$ cat src/rtl/cic_pkg.sv
package cic_pkg;
  localparam int CIC_CODE_W = 6;
  localparam int CIC_BITS   = 1 << CIC_CODE_W;
  localparam int CIC_HALF   = CIC_BITS / 2;

  typedef logic [CIC_BITS-1:0] cic_vec_t;
  typedef logic [CIC_HALF-1:0] cic_half_t;

  // one-hot vector for a completion code
  function automatic cic_vec_t cic_onehot(input logic [CIC_CODE_W-1:0] code);
    cic_vec_t v;
    v = '0;
    v[code] = 1'b1;
    return v;
  endfunction

  // place a half word into the low or high half of a full vector
  function automatic cic_vec_t cic_place(input logic hi, input cic_half_t d);
    return hi ? {d, cic_half_t'(0)} : {cic_half_t'(0), d};
  endfunction

  // replace one half of a full vector
  function automatic cic_vec_t cic_merge(input cic_vec_t old, input logic hi, input cic_half_t d);
    return hi ? {d, old[CIC_HALF-1:0]} : {old[CIC_BITS-1:CIC_HALF], d};
  endfunction

  // report acceptance by the interrupt options
  function automatic logic cic_accept(input logic fin, input logic inter,
                                      input logic opt_f, input logic opt_i);
    return (fin & opt_f) | (inter & opt_i);
  endfunction
endpackage

$ cat src/rtl/cic_pend_reg.sv
module cic_pend_reg
  import cic_pkg::*;
(
  input  logic     clk,
  input  logic     rst_n,
  input  cic_vec_t set_vec,
  input  cic_vec_t clr_vec,
  output cic_vec_t pend
);
  // set has priority over clear on the same bit
  always_ff @(posedge clk) begin
    if (!rst_n) pend <= '0;
    else        pend <= (pend & ~clr_vec) | set_vec;
  end
endmodule

$ cat src/rtl/cic_enable_bank.sv
module cic_enable_bank
  import cic_pkg::*;
#(
  parameter int N_REGIONS = 4,
  localparam int SEL_W = (N_REGIONS > 1) ? $clog2(N_REGIONS) : 1
) (
  input  logic                           clk,
  input  logic                           rst_n,
  input  logic                           ien_we,
  input  logic                           ien_hi,
  input  cic_half_t                      ien_data,
  input  logic                           mask_we,
  input  logic [SEL_W-1:0]               mask_sel,
  input  logic                           mask_hi,
  input  cic_half_t                      mask_data,
  output cic_vec_t                       ien,
  output logic [N_REGIONS-1:0][CIC_BITS-1:0] mask
);
  always_ff @(posedge clk) begin
    if (!rst_n)      ien <= '0;
    else if (ien_we) ien <= cic_merge(ien, ien_hi, ien_data);
  end

  for (genvar r = 0; r < N_REGIONS; r++) begin : g_region
    always_ff @(posedge clk) begin
      if (!rst_n)
        mask[r] <= '0;
      else if (mask_we && (32'(mask_sel) == r))
        mask[r] <= cic_merge(mask[r], mask_hi, mask_data);
    end
  end
endmodule

$ cat src/rtl/cic_irq_gen.sv
module cic_irq_gen
  import cic_pkg::*;
#(
  parameter int N_REGIONS = 4
) (
  input  logic                               clk,
  input  logic                               rst_n,
  input  cic_vec_t                           pend,
  input  cic_vec_t                           ien,
  input  logic [N_REGIONS-1:0][CIC_BITS-1:0] mask,
  input  logic                               reeval,
  output logic                               blank,
  output logic                               irq_global,
  output logic [N_REGIONS-1:0]               irq_region
);
  logic     blank_q;
  cic_vec_t live;

  always_ff @(posedge clk) begin
    if (!rst_n) blank_q <= 1'b0;
    else        blank_q <= reeval;
  end

  assign blank      = blank_q;
  assign live       = pend & ien;
  assign irq_global = (|live) & ~blank_q;

  for (genvar r = 0; r < N_REGIONS; r++) begin : g_line
    assign irq_region[r] = (|(live & mask[r])) & ~blank_q;
  end
endmodule

$ cat src/rtl/cmpl_irq_ctrl.sv
module cmpl_irq_ctrl
  import cic_pkg::*;
#(
  parameter int N_REGIONS = 4,
  localparam int SEL_W = (N_REGIONS > 1) ? $clog2(N_REGIONS) : 1
) (
  input  logic                  clk,
  input  logic                  rst_n,
  input  logic                  cmp_valid,
  input  logic [CIC_CODE_W-1:0] cmp_code,
  input  logic                  cmp_final,
  input  logic                  cmp_inter,
  input  logic                  opt_final_ien,
  input  logic                  opt_inter_ien,
  input  logic                  clr_we,
  input  logic                  clr_hi,
  input  logic [CIC_HALF-1:0]   clr_data,
  input  logic                  ien_we,
  input  logic                  ien_hi,
  input  logic [CIC_HALF-1:0]   ien_data,
  input  logic                  mask_we,
  input  logic [SEL_W-1:0]      mask_sel,
  input  logic                  mask_hi,
  input  logic [CIC_HALF-1:0]   mask_data,
  input  logic                  reeval,
  output logic [CIC_HALF-1:0]   pend_lo,
  output logic [CIC_HALF-1:0]   pend_hi,
  output logic                  irq_global,
  output logic [N_REGIONS-1:0]  irq_region
);
  // named internal events for the checker
  logic     accept;
  cic_vec_t set_vec;
  cic_vec_t clr_vec;
  cic_vec_t pend_all;
  cic_vec_t ien_all;
  logic [N_REGIONS-1:0][CIC_BITS-1:0] mask_all;
  logic     reeval_blank;

  assign accept  = cmp_valid & cic_accept(cmp_final, cmp_inter, opt_final_ien, opt_inter_ien);
  assign set_vec = accept ? cic_onehot(cmp_code) : '0;
  assign clr_vec = clr_we ? cic_place(clr_hi, clr_data) : '0;

  cic_pend_reg u_pend (
    .clk     (clk),
    .rst_n   (rst_n),
    .set_vec (set_vec),
    .clr_vec (clr_vec),
    .pend    (pend_all)
  );

  cic_enable_bank #(.N_REGIONS(N_REGIONS)) u_en (
    .clk       (clk),
    .rst_n     (rst_n),
    .ien_we    (ien_we),
    .ien_hi    (ien_hi),
    .ien_data  (ien_data),
    .mask_we   (mask_we),
    .mask_sel  (mask_sel),
    .mask_hi   (mask_hi),
    .mask_data (mask_data),
    .ien       (ien_all),
    .mask      (mask_all)
  );

  cic_irq_gen #(.N_REGIONS(N_REGIONS)) u_irq (
    .clk        (clk),
    .rst_n      (rst_n),
    .pend       (pend_all),
    .ien        (ien_all),
    .mask       (mask_all),
    .reeval     (reeval),
    .blank      (reeval_blank),
    .irq_global (irq_global),
    .irq_region (irq_region)
  );

  assign pend_lo = pend_all[CIC_HALF-1:0];
  assign pend_hi = pend_all[CIC_BITS-1:CIC_HALF];
endmodule

$ cat config.mk
export PLATFORM = sky130hd
export DESIGN_NAME = cmpl_irq_ctrl
export DESIGN_NICKNAME = d
export VERILOG_FILES = /design/src/rtl/cic_pkg.sv /design/src/rtl/cic_pend_reg.sv /design/src/rtl/cic_enable_bank.sv /design/src/rtl/cic_irq_gen.sv /design/src/rtl/cmpl_irq_ctrl.sv
export SDC_FILE = /design/constraint.sdc
export NUM_CORES = 1
export LEC_CHECK = 0
export BUFFER_PORTS_ARGS = -buffer_cell sky130_fd_sc_hd__clkbuf_2
export CORE_MARGIN = 2
export CORE_UTILIZATION = 40
export DETAILED_ROUTE_END_ITERATION = 7
export PLACE_DENSITY = 0.54
export REMOVE_ABC_BUFFERS = 1
export SETUP_SLACK_MARGIN = 0.4
export SLEW_MARGIN = 0
export SYNTH_ARGS = -nofsm -noshare
export SYNTH_HDL_FRONTEND = slang
export SYNTH_SLANG_ARGS = --single-unit
$ cat constraint.sdc
create_clock -name clk -period 1.8 [get_ports clk]
set_clock_uncertainty 0.2 [all_clocks]
set_input_delay 0.09 -clock clk [delete_from_list [all_inputs] [get_ports clk]]
set_output_delay 0.09 -clock clk [all_outputs]
set_load 0.05 [all_outputs]
Word level (Yosys, flattened, before mapping)
Cells that the tools add are included.
{"block": "totals", "input_bits": 118, "word_cells": 63, "regBits": 385, "out_inout_bits": 69}
{"block": "classes", "eq_ne": 3, "muxes": 5, "reduce_logical": 21, "magnitude_cmp": 2, "bitwise_logic": 20}
{"operator": "64-bit AND", "count": 6}
{"operator": "64-bit OR reduction", "count": 5}
{"operator": "64-bit two-way mux", "count": 3}
{"operator": "64-bit inverter", "count": 1}
{"operator": "64-bit OR", "count": 1}
{"operator": "2-bit AND reduction", "count": 10}
{"operator": "1-bit AND", "count": 8}
{"operator": "6-bit by 7-bit < comparator with 1-bit output (second input constant)", "count": 1}
{"operator": "1-bit demux with 6-bit select", "count": 1}
{"operator": "6-bit by 1-bit greater-or-equal comparator with 1-bit output (second input constant)", "count": 1}
{"operator": "1-bit logical AND", "count": 5}
{"operator": "2-bit equality test (second input constant)", "count": 2}
{"operator": "1-bit inverter", "count": 3}
{"operator": "2-bit by 1-bit equality test with 1-bit output (second input constant)", "count": 1}
{"operator": "2-bit zero test", "count": 1}
{"operator": "1-bit two-way mux", "count": 1}
{"operator": "1-bit OR", "count": 1}

Longest topological paths before layout
Gate-level depths: netlist of the first run.
{"block": "logic_depth", "ltp_word": 6, "mapped_depth": 6, "ltp_nobuf": 5}

By module
From an unflattened synthesis of the first run, not the netlist that was laid out.
{"block": "unflattened", "hier_cells": 1923, "area_unflattened_um2": 16223.1}
{"mod": "cic_enable_bank", "cells_each": 1177, "instances": 1, "seq_area_each_um2": 6406.1, "area_each_um2": 10787.8}
{"mod": "cic_pend_reg", "cells_each": 199, "instances": 1, "seq_area_each_um2": 1281.2, "area_each_um2": 2240.9}
{"mod": "cic_irq_gen", "cells_each": 371, "instances": 1, "seq_area_each_um2": 20.0, "area_each_um2": 2140.8}
{"mod": "cmpl_irq_ctrl", "cells_each": 176, "instances": 1, "seq_area_each_um2": 0.0, "area_each_um2": 1053.5}

Worst setup path before layout of the first run
Ideal clock, no wire load.
{"block": "synth_path", "path_type": "register to output", "start": "register u_pend.pend[60]", "end": "output irq_region[3]", "stages_incl_launch_ff": 6, "setup_slack_ps": -471, "required_ps": 1510, "n_path_buf": 0, "arrival_time_ps": 1981, "cell_sequence": "dfxtp_1 and2_1 a32oi_1 nand3_1 nor4_1 a31oi_1"}
{"block": "synth_via", "elab_chain_cells": 4}
{"item": "start, declared", "line": "cic_pend_reg.sv:8", "rtl": "output cic_vec_t pend"}
{"item": "start signal, assigned", "line": "cic_pend_reg.sv:13", "rtl": "else pend <= (pend & ~clr_vec) | set_vec;"}
{"item": "64-bit AND", "line": "cic_irq_gen.sv:25", "rtl": "assign live = pend & ien;"}
{"item": "64-bit AND", "line": "cic_irq_gen.sv:29", "rtl": "assign irq_region[r] = (|(live & mask[r])) & ~blank_q;"}
{"item": "64-bit OR reduction", "line": "cic_irq_gen.sv:29"}
{"item": "1-bit AND", "line": "cic_irq_gen.sv:29"}
{"item": "end, declared", "line": "cmpl_irq_ctrl.sv:29", "rtl": "output logic [N_REGIONS-1:0] irq_region"}
Every way passes these cells.

Worst setup path after layout of the first run
{"block": "layout_path", "start": "register u_pend.pend[45]", "end": "output irq_region[0]"}
The elaborated chain is that of the path after synthesis.

==> results.md, run 1 <==
- Clock Power Share: 0.451
- Worst-path clk slew: about 0.060 ns
- Die Footprint: between 40000 and 50000 um2
- Vias per cell: around 5.8
- Maximum vdd drop: between 0.0005 and 0.0006 V
- CP endpoint kind: primary output
- Die H: about 210 um
- GRT Total Usage: 0.366
- Clk buf depth: 3
- Setup WS post-layout: -0.907 ns
- Final worst-path cycle share: 1.50
- Critical Path AT: about 2.4 ns
- Hold Fails Final Rpt: 24
- Logic pwr share: 0.098
- Initial antenna violation count: 0
- Setup violators final: 8
- Vias in the first global route: between 15k and 20k
- Syn. warnings: 0
- Leakage: 9.41 nW
- Tot Pwr: about 0.020 W
- WL per Instance: between 20 and 30 um
- Placed inst area: roughly 20000 um2
- Adder-Cell Fraction of Synth Area: 0
- Power Density: between 700 and 800 nW/um2
- Sequential area share after synthesis: 0.456
- Synth cell types: 33
- Hold Crit Start: ien_hi
- Clock Sinks: ~390
- Die extent in x: 210 um
- Gpl congestion: between 0.9 and 1
- Io pins: 187
- Reg power frac: 0.451
- RR Startpoint: u_en.ien[34]$_SDFFE_PN0P_
- N_diodes: 0
- Standard-cell rows: 75
- Crit path max fanout: 4
- Rel. slew slack: 0.490
- Mapped cell area: between 15000 and 20000 um2
- Placed cells: approximately 2.9k
- Status: finished, violations left
- Vias: ~18k
- Synth-to-Final Area Change: 49.7%
- Max Fclk: 369 MHz
- Worst Max-Slew Pin Slew: about 0.76 ns
- Sw Pwr: roughly 0.005 W
- Fraction of final layout cells with drive strength greater than 1: 0.249
- Max Cap Viol: 0
- CTS Root Cell: clkbuf_16
- Worst-Skew Late Latency: ~0.57 ns
- CTS buffer count: 44
- Worst Path Required: approximately 1.5 ns
- DRT iter0 DRCs: roughly 2k
- Int Pwr: 0.0146 W
- CTS tree: yes
- DRT Wirelength: ~83000 um
- Post-Syn Instances: between 2k and 2.5k
- Post-synthesis mux area share: 0
- Grt ovf: 0
- Synth Area in Simple Gates: 0.301
- Reg2reg path depth: 3
- Final Hold Slack: -0.0333 ns
- Post-route cell area: approximately 25000 um2
- Compound-Gate Fraction of Synth Area: 0.198
- Worst hold path class: in -> reg
- Setup CP Type: reg -> out
- H-tree levels: 2
- Synth Area in XOR/XNOR: 0
- Mapped Avg Cell Area: between 7 and 8 um2
- Largest net degree at the start of global routing: slightly below 70
- Final-stage net count: approximately 2.7k
- Failing checks: negative hold slack, negative setup slack
- IO Port Bufs: 186
- Hold Path Depth: 5
- Worst flop-to-flop path endpoint: u_en.ien[34]$_SDFFE_PN0P_
- Fill count: ~3.7k
- Minimum clock period: roughly 2.7 ns
- Filler-free cell count of the finished design: approximately 3.2k
- Unrepaired setup endpoints after global routing: yes
- Starting density of the core: 0.404
- Largest family of logic cells by synthesized area: simple AND/OR/NAND/NOR gates
- Max Slew Vio Count: 0
- 1st-pass router iterations: 5
- Worst Setup Start Kind: flip-flop
- Hold EP: u_en.ien[52]$_SDFFE_PN0P_
- Core Area: between 40000 and 50000 um2
- Hpwl dp: around 54000 um
- Synth Register Bits: approximately 390
- R2R Setup Slk: 0.44 ns
- Global-route wire length before repair: 118000 um
- Setup TNS: -4.65 ns
- # DRC: 0
- Sw Ratio: 0.256
- ANT nets after route: 0
==> power by group through the flow <==
stage	Clock, W	Sequential [W]	Combinational, W
CTS	0.00883	0.00883	0.00180
detailed placement	0	0.00906	0.00149
finish	0.00882	0.00884	0.00191
global route	0.00921	0.00885	0.00199
floorplan	0	0.00904	0.000476
global placement	0	0.00905	0.00147
==> worst max-delay path, stage by stage, from the launching register on <==
cell     delay, ns
dfxtp_2       0.33
and2_1        0.18
buf_4         0.19
a32oi_2       0.17
buf_4         0.17
nand3_2       0.10
nor4_4        0.25
buf_4         0.19
a31oi_4       0.09
buf_8         0.18
==> kinds of logic (layout without fill, tap and decap cells) <==
group                  count (synthesis)  in the layout
and+or+nand+nor                     1137           1137
DFF                                  385            385
buffers and inverters                159            662
AOI/OAI and AO/OA                    444            444
==> stage by stage <==
| stage | utilization | setup slack [ns] |
|---|---|---|
| after floorplan | - | -0.471 |
| after global placement | 0.478 | -0.486 |
| after detailed placement | 0.478 | -0.558 |
| after CTS | 0.597 | -0.948 |
| after global routing | 0.604 | -1.00 |
| final | 0.604 | -0.907 |
==> registers in the layout, indices dropped and copies added, names as in the netlist <==
name,cells
u_en.mask,256
u_irq.blank,1
u_en.ien,64
u_pend.pend,64
==> how the worst max path moves through the flow <==
stage	slack, ns	cells after the start	from	endpoint
6_report	-0.91	9	u_pend.pend[45]$_SDFF_PN0_	irq_region[0]
5_1_grt	-1.00	9	u_pend.pend[45]$_SDFF_PN0_	irq_region[0]
4_1_cts	-0.95	8	u_en.ien[6]$_SDFFE_PN0P_	irq_region[1]
3_5_place_dp	-0.56	7	u_en.ien[12]$_SDFFE_PN0P_	irq_region[3]
3_3_place_gp	-0.49	7	u_en.ien[12]$_SDFFE_PN0P_	irq_region[3]
2_1_floorplan	-0.47	5	u_pend.pend[60]$_SDFF_PN0_	irq_region[3]
==> layout make-up <==
| class | count | area (um2) | share of cell area |
|---|---|---|---|
| clock inverters | 11 | 61.3 | 0.00242 |
| flip-flops and latches | 385 | 7890 | 0.312 |
| well taps | 539 | 674 | 0.0267 |
| multi-input cells | 1581 | 8860 | 0.350 |
| clock buffers | 68 | 1330 | 0.0527 |
| repair buffers | 583 | 6480 | 0.256 |
==> layer usage <==
layer | GRT usage | wire [um] | part of all wire | vias to the layer above
li1 | - | - | - | 8250
met1 | 0.486 | 33700 | 0.41 | 8813
met2 | 0.581 | 37000 | 0.45 | 1043
met3 | 0.0642 | 7720 | 0.093 | 235
met4 | 0.171 | 4500 | 0.054 | 0
met5 | 0 | 0 | 0 | -
==> cell usage in the layout, fill, tap and decap left out, types with 6 or more instances in the layout <==
cell type / n
nand3_2: 16
buf_12: 40
clkbuf_2: 117
dfxtp_2: 39
dfxtp_1: 311
clkinv_2: 9
dfxtp_4: 35
nand4_1: 56
buf_4: 130
nor2b_1: 67
clkbuf_1: 11
a21boi_1: 39
a21boi_0: 281
clkbuf_16: 112
nand3_1: 212
a22oi_1: 77
a22o_1: 6
and3_1: 12
clkbuf_8: 14
a32oi_1: 13
dlygate4sd3_1: 139
nand2_1: 714
a31oi_1: 6
buf_6: 76
==> repair_timing <==
action	4_1_cts	5_1_grt
hold endpoints to repair	385	75
pin swaps	15	11
setup endpoints to repair	69	174
setup buffers	13	8
gates resized for setup	414	53
gates cloned	0	3
hold buffers	148	2
==> synth_stat cells <==
| master | n | share of area |
|---|---|---|
| buf_4 | 31 | 0.014 |
| a21boi_0 | 282 | 0.13 |
| clkbuf_2 | 1 | 0.00030 |
| nor4_1 | 13 | 0.0048 |
| clkbuf_1 | 96 | 0.021 |
| nor3_1 | 2 | 0.00059 |
| and4_1 | 1 | 0.00052 |
| nand2b_1 | 4 | 0.0015 |
| and3_1 | 14 | 0.0052 |
| nor3_2 | 5 | 0.0030 |
| nand3_1 | 225 | 0.067 |
| and2_1 | 7 | 0.0026 |
| a22oi_1 | 79 | 0.035 |
| a221oi_1 | 6 | 0.0031 |
| nand4_1 | 56 | 0.021 |
| a32oi_1 | 16 | 0.0083 |
| a31oi_1 | 10 | 0.0037 |
| and3b_1 | 3 | 0.0016 |
| nand3_2 | 4 | 0.0024 |
| nand2_1 | 714 | 0.16 |
| nor3b_2 | 3 | 0.0022 |
| a211oi_1 | 1 | 0.00044 |
| nor2b_1 | 69 | 0.026 |
| a21oi_1 | 4 | 0.0012 |
| buf_1 | 1 | 0.00022 |
| nor3b_1 | 3 | 0.0013 |
| dfxtp_1 | 385 | 0.46 |
| a21boi_1 | 38 | 0.017 |
| a22o_2 | 1 | 0.00059 |
| a22o_1 | 7 | 0.0036 |
| nor2_1 | 10 | 0.0022 |
| buf_2 | 30 | 0.0089 |
| or4_1 | 4 | 0.0018 |
Note: power is estimated with default switching activity, not from simulation.
==> run 2, diff against run 1 <==
PLACE_DENSITY = 0.59   (was 0.54)
==> run 2 against run 1 <==
Net effect: the run still ends with negative hold slack, negative setup slack left; clock power up 7.4%; cell area up 0.82%; hold slack better by 0.020 ns; global-route usage down 0.97 points; combinational power about the same; register-to-register slack better by 0.12 ns; power up 3.2%; first-iteration DRC count up 3.4%; sequential power about the same; final cell count up 0.28%; sequential cell count unchanged; wire length down 1.1%.
==> results.md, run 2 (synthesized netlist as in run 1, its figures left out) <==
- GRT met1 Usage: 0.467
- Leakage: between 9 and 10 nW
- # DRC: 0
- Max Cap Viol: 0
- Maximum vdd drop: ~0.00068 V
- Vias: approximately 19k
- Most flops, register: u_en.mask
- GR Layer Usage met3: 0.0685
- Clk buf depth: 3
- Met2 Use GR: 0.557
- ANT nets after route: 0
- Worst hold path class: in -> reg
- Setup CP Type: reg -> out
- Setup WS post-layout: -0.876 ns
- Final worst-path cycle share: 1.49
- Final-stage net count: roughly 2.7k
- Fraction of final layout cells with drive strength greater than 1: 0.259
- Minimum clock period: approximately 2.7 ns
- Unrepaired setup endpoints after global routing: yes
- WL per Instance: 25.8 um
- Tot Pwr: between 0.02 and 0.025 W
- Setup violators final: 5
- Worst Max-Slew Pin Slew: approximately 0.65 ns
- Synth-to-Final Area Change: 50.9%
- CTS buffer count: 44
- DRT iter0 DRCs: 2063
- Worst-Skew Late Latency: between 0.5 and 0.6 ns
- Rel. slew slack: 0.569
- Io pins: about 190
- CTS Root Cell: clkbuf_16
- Failing checks: negative hold slack, negative setup slack
- Commonest non-fill, non-tap cells in the layout: nand2_1, dfxtp_1, a21boi_0
- R2R Setup Slk: approximately 0.56 ns
- DP Worst Slack: -0.499 ns
- Die extent in x: approximately 210 um
- Grt ovf: 0
- Gpl congestion: about 0.97
- Max Slew Vio Count: 0
- Die Footprint: 43900 um2
- Hold Fails Final Rpt: 3
- H-tree levels: 2
- CP endpoint kind: primary output
- Initial antenna violation count: 3
- Hpwl dp: 54000 um
- Vias in the first global route: 17.6k
- Final Hold Slack: -0.0137 ns
- CTS tree: yes
- Status: finished, violations left
- Largest registers: u_en.mask: 256 flops, u_en.ien: 64 flops, u_pend.pend: 64 flops
- Max reg flops: 256
- Max Fclk: roughly 370 MHz
- Crit path max fanout: 4
- Worst-path clk slew: approximately 0.060 ns
- Critical Path AT: 2.39 ns
- Worst Path Required: 1.51 ns
- Worst Setup Start Kind: flip-flop
- Largest net degree at the start of global routing: 57
- IO Port Bufs: around 190
- Core Area: approximately 42000 um2
- Standard-cell rows: 75
- Vias per cell: between 5 and 6
- GRT Total Usage: 0.356
- Busiest grt layer: met2
- DRT Wirelength: about 82000 um
- Global-route wire length before repair: around 110000 um
- Clock Sinks: roughly 390
- Power Density: around 790 nW/um2
- Starting density of the core: 0.404
- Die H: 210 um
- 1st-pass router iterations: 5
- Most common cell after layout, fill and taps aside: nand2_1
run 2: layout make-up:
class,count,area (um2)
Fill cell,3537,16300
Multi-Input combinational cell,1581,8950
Sequential cell,385,7880
Timing Repair Buffer,589,6480
Clock buffer,64,1300
Tap cell,539,674
Clock inverter,15,206
Antenna cell,3,7.51
run 2: metal layers:
layer / up-vias / share of wire / routed length, um
met5: - / 0 / 0
met1: 8921 / 0.40 / 32600
li1: 8273 / - / -
met3: 239 / 0.10 / 8490
met2: 1069 / 0.44 / 36400
met4: 0 / 0.055 / 4550
run 2: what timing repair did:
item | in CTS | in global routing
endpoints found under the setup margin | 69 | 416
hold buffers | 135 | 0
buffers inserted | 13 | 15
gates cloned | 0 | 4
endpoints found under the hold margin | 385 | 0
pin swaps | 14 | 16
gates resized for setup | 415 | 80
run 2: worst paths after layout:
path                                    start                     endpoint  cells after the start
hold / removal                      cmp_valid   u_pend.pend[38]$_SDFF_PN0_                      4
hold reg to reg   u_en.mask[210]$_SDFFE_PN0P_  u_en.mask[210]$_SDFFE_PN0P_                      2
setup / recovery   u_pend.pend[34]$_SDFF_PN0_                irq_region[2]                      7
setup reg to reg    u_en.ien[16]$_SDFFE_PN0P_    u_en.ien[16]$_SDFFE_PN0P_                      5
run 2: metrics by stage:
stage | instance area [um2] | cells | util | TNS, ns | hold WS (ns)
after floorplan | 16100 | 1966 | - | -2.73 | 0.0117
after global placement | 20000 | 2927 | 0.479 | -2.65 | 0.108
after detailed placement | 20000 | 2927 | 0.479 | -3.04 | 0.106
after CTS | 25000 | 3154 | 0.596 | -6.05 | -0.0399
after global routing | 25500 | 3173 | 0.609 | -4.45 | 0.000292
final | 25500 | 3176 | 0.609 | -4.24 | -0.0137
run 2: critical path: stages, from the launching register on:
cell and delay (ns):
dfxtp_2 0.32, and2_1 0.27, a32oi_1 0.25, nand3_2 0.19, nor4_4 0.30, buf_4 0.18, a31oi_4 0.10, buf_8 0.18
run 2: where the power goes:
part / total, W / leakage, nW / internal [W] / switching [W]
Clock: 0.00947 / 0.743 / 0.00571 / 0.00377
Sequential: 0.00884 / 3.16 / 0.00867 / 0.000169
Combinational: 0.00189 / 5.63 / 0.000808 / 0.00108
Total: 0.0202 / 9.54 / 0.0152 / 0.00502
==> run 3, diff against run 2 <==
SYNTH_HIERARCHICAL = 1   (was unset)
==> run 3 against run 2 <==
Net effect: register-to-register slack lost 0.12 ns; cell area shrank 5.0%; sequential power is essentially flat; hold slack lost 0.025 ns; the flow still finishes with violations (negative hold slack, negative setup slack).
==> results.md, run 3 <==
- Setup WS post-layout: -0.905 ns
- Grt ovf: 0
- Failing checks: negative hold slack, negative setup slack
- Vias in the first global route: about 17k
- Rel. slew slack: 0.530
- Final Hold Slack: -0.0385 ns
- Setup violators final: 163
- RR Startpoint: u_en/ien[9]$_SDFFE_PN0P_
- Global-route wire length before repair: 104000 um
- GRT Total Usage: 0.330
- Most frequent cells after synthesis: nand3_1, dfxtp_1, o21ai_0
- H-tree levels: 2
- Sequential area share after synthesis: 0.475
- Clk buf depth: 3
- Hold Crit Start: ien_we
- Post-route cell area: 24200 um2
- Synth top area cells: dfxtp_1, nand3_1, o21ai_0
- Max Fclk: around 370 MHz
- Post-Syn Instances: between 1.5k and 2k
- Hold Path Depth: 5
- Standard-cell rows: 73
- DRT Wirelength: 71400 um
- Worst Max-Slew Pin Slew: a little over 0.7 ns
- Main synth FF type: dfxtp_1
- CTS tree: yes
- Synth Register Bits: a little under 400
- Most flops, register: u_en/mask
- ANT nets after route: 0
- Die Footprint: between 40000 and 50000 um2
- Minimum clock period: between 2 and 3 ns
- Unrepaired setup endpoints after global routing: yes
- Fill count: 3424
- Largest registers: u_en/mask: 256 flops, u_en/ien: 64 flops, u_pend/pend: 64 flops
- Area of the multi-input gates: ~8300 um2
- Fraction of final layout cells with drive strength greater than 1: 0.284
- Most common cell after layout, fill and taps aside: nand3_1
- Worst-Skew Late Latency: 0.55 ns
- Power Density: 799 nW/um2
- Finished Core Util: 0.607
- Gpl congestion: just under 1
- # DRC: 0
- Max reg flops: roughly 260
- Setup CP Type: reg -> out
- Synth-to-Final Area Change: 49.3%
- Largest net degree at the start of global routing: 65
- Post-synth top area share: 0.475
- Starting density of the core: 0.406
- Worst hold path class: in -> reg
- WL per Instance: about 24 um
- Hold Fails Final Rpt: 48
- Final-stage net count: between 2k and 2.5k
- Sequential Area: between 7000 and 8000 um2
- EDFF count, synth: 0
- Crit path max fanout: 5
- CTS Root Cell: clkbuf_16
- Vias per cell: between 5 and 6
- Worst Path Required: between 1.5 and 2 ns
- Placed inst area: about 19000 um2
- CP endpoint kind: primary output
- Max Slew Vio Count: 0
- Mapped Avg Cell Area: about 8.4 um2
- Hpwl dp: between 40000 and 50000 um
- Worst Setup Start Kind: flip-flop
- CTS buffer count: 43
- Vias: 17.5k
- Die H: between 200 and 250 um
- Ys async rst share: 0
- Status: finished, violations left
- Critical Path AT: 2.41 ns
- 1st-pass router iterations: 6
- Final worst-path cycle share: 1.50
- Die extent in x: between 200 and 250 um
- Crit path from: u_pend/pend[45]$_SDFF_PN0_
- IO Port Bufs: between 150 and 200
- Core Area: 39900 um2
- Synth cell types: 37
- Max Cap Viol: 0
- Most common cell in the netlist: nand3_1
- Initial antenna violation count: 3
- DRT iter0 DRCs: about 1.9k
- Synth area leader: dfxtp_1
- Syn. warnings: 6
- Mapped cell area: roughly 16000 um2
- Clock Sinks: between 300 and 400
- Io pins: 187
- Commonest non-fill, non-tap cells in the layout: nand3_1, dfxtp_1, o21ai_0
- Maximum vdd drop: 0.000560 V
- Reg2reg path depth: 3
- Leakage: around 9.3 nW
- Setup TNS: -18.75 ns
- Worst-path clk slew: roughly 0.06 ns
[run 3: cell types whose count changed in the layout (fill, tap and decap cells not counted), sizes merged, moves of 10 or more]
cell    previous run  this run
a21boi           320        64
a22oi             79        12
and2               7        37
and3              14        40
buf              272       240
nand2            714       161
nand3            229       482
nor2              10         0
nor3               7        65
o21a               0        64
o21ai              0       256
[run 3: final timing paths]
| check | slack, ns | end |
|---|---|---|
| setup / recovery | -0.90 | irq_region[2] |
| hold / removal | -0.04 | u_en/ien[14]$_SDFFE_PN0P_ |
| setup reg to reg | 0.44 | u_en/ien[9]$_SDFFE_PN0P_ |
| hold reg to reg | 0.26 | u_en/mask[26]$_SDFFE_PN0P_ |
[run 3: timing repair]
item                       in CTS  in global routing
pin swaps                      25                 29
setup endpoints to repair      69                454
cloned                          0                  0
resized for setup             409                 76
hold endpoints to repair      385                 23
buffers inserted                6                  9
hold buffers                  130                  6
[run 3: per-stage QoR]
step                std cells  worst slack [ns]  power (W)
global route             2932            -0.926     0.0199
finish                   2933            -0.905     0.0194
CTS                      2916            -0.816     0.0193
floorplan                1777            -0.641    0.00947
detailed placement       2707            -0.590     0.0104
global placement         2707            -0.608     0.0104
[run 3: area by class of cell]
cell class,count,area share
clock buffers,69,0.0560
clock inverters,4,0.00186
repair buffers,555,0.246
multi-input cells,1392,0.342
well taps,525,0.0271
flip-flops and latches,385,0.327
diodes,3,0.000310
[run 3: kinds of logic after synthesis]
group,after synthesis,synth area share
DFF,385,0.475
buffers and inverters,146,0.0426
and+or+nand+nor,950,0.309
AOI/OAI and AO/OA,442,0.174
[run 3: critical path: stages, from the launching register on]
cell and delay, ns:
dfxtp_4 0.37, nand3_2 0.08, nand4_1 0.14, or4_4 0.59, nor4_4 0.35, a31oi_4 0.16, buf_8 0.18
[run 3: power by group]
part / switching (W) / total [W] / leakage (nW) / internal, W
Clock: 0.00356 / 0.00882 / 0.693 / 0.00526
Sequential: 0.000176 / 0.00883 / 3.17 / 0.00865
Combinational: 0.00102 / 0.00172 / 5.48 / 0.000697
Total: 0.00476 / 0.0194 / 9.35 / 0.0146
[run 3: routing by layer]
layer	wire, um	up-vias	GRT usage
li1	-	7939	-
met1	29200	8382	0.431
met2	32700	998	0.544
met3	6590	182	0.0565
met4	2920	2	0.131
met5	12	-	0
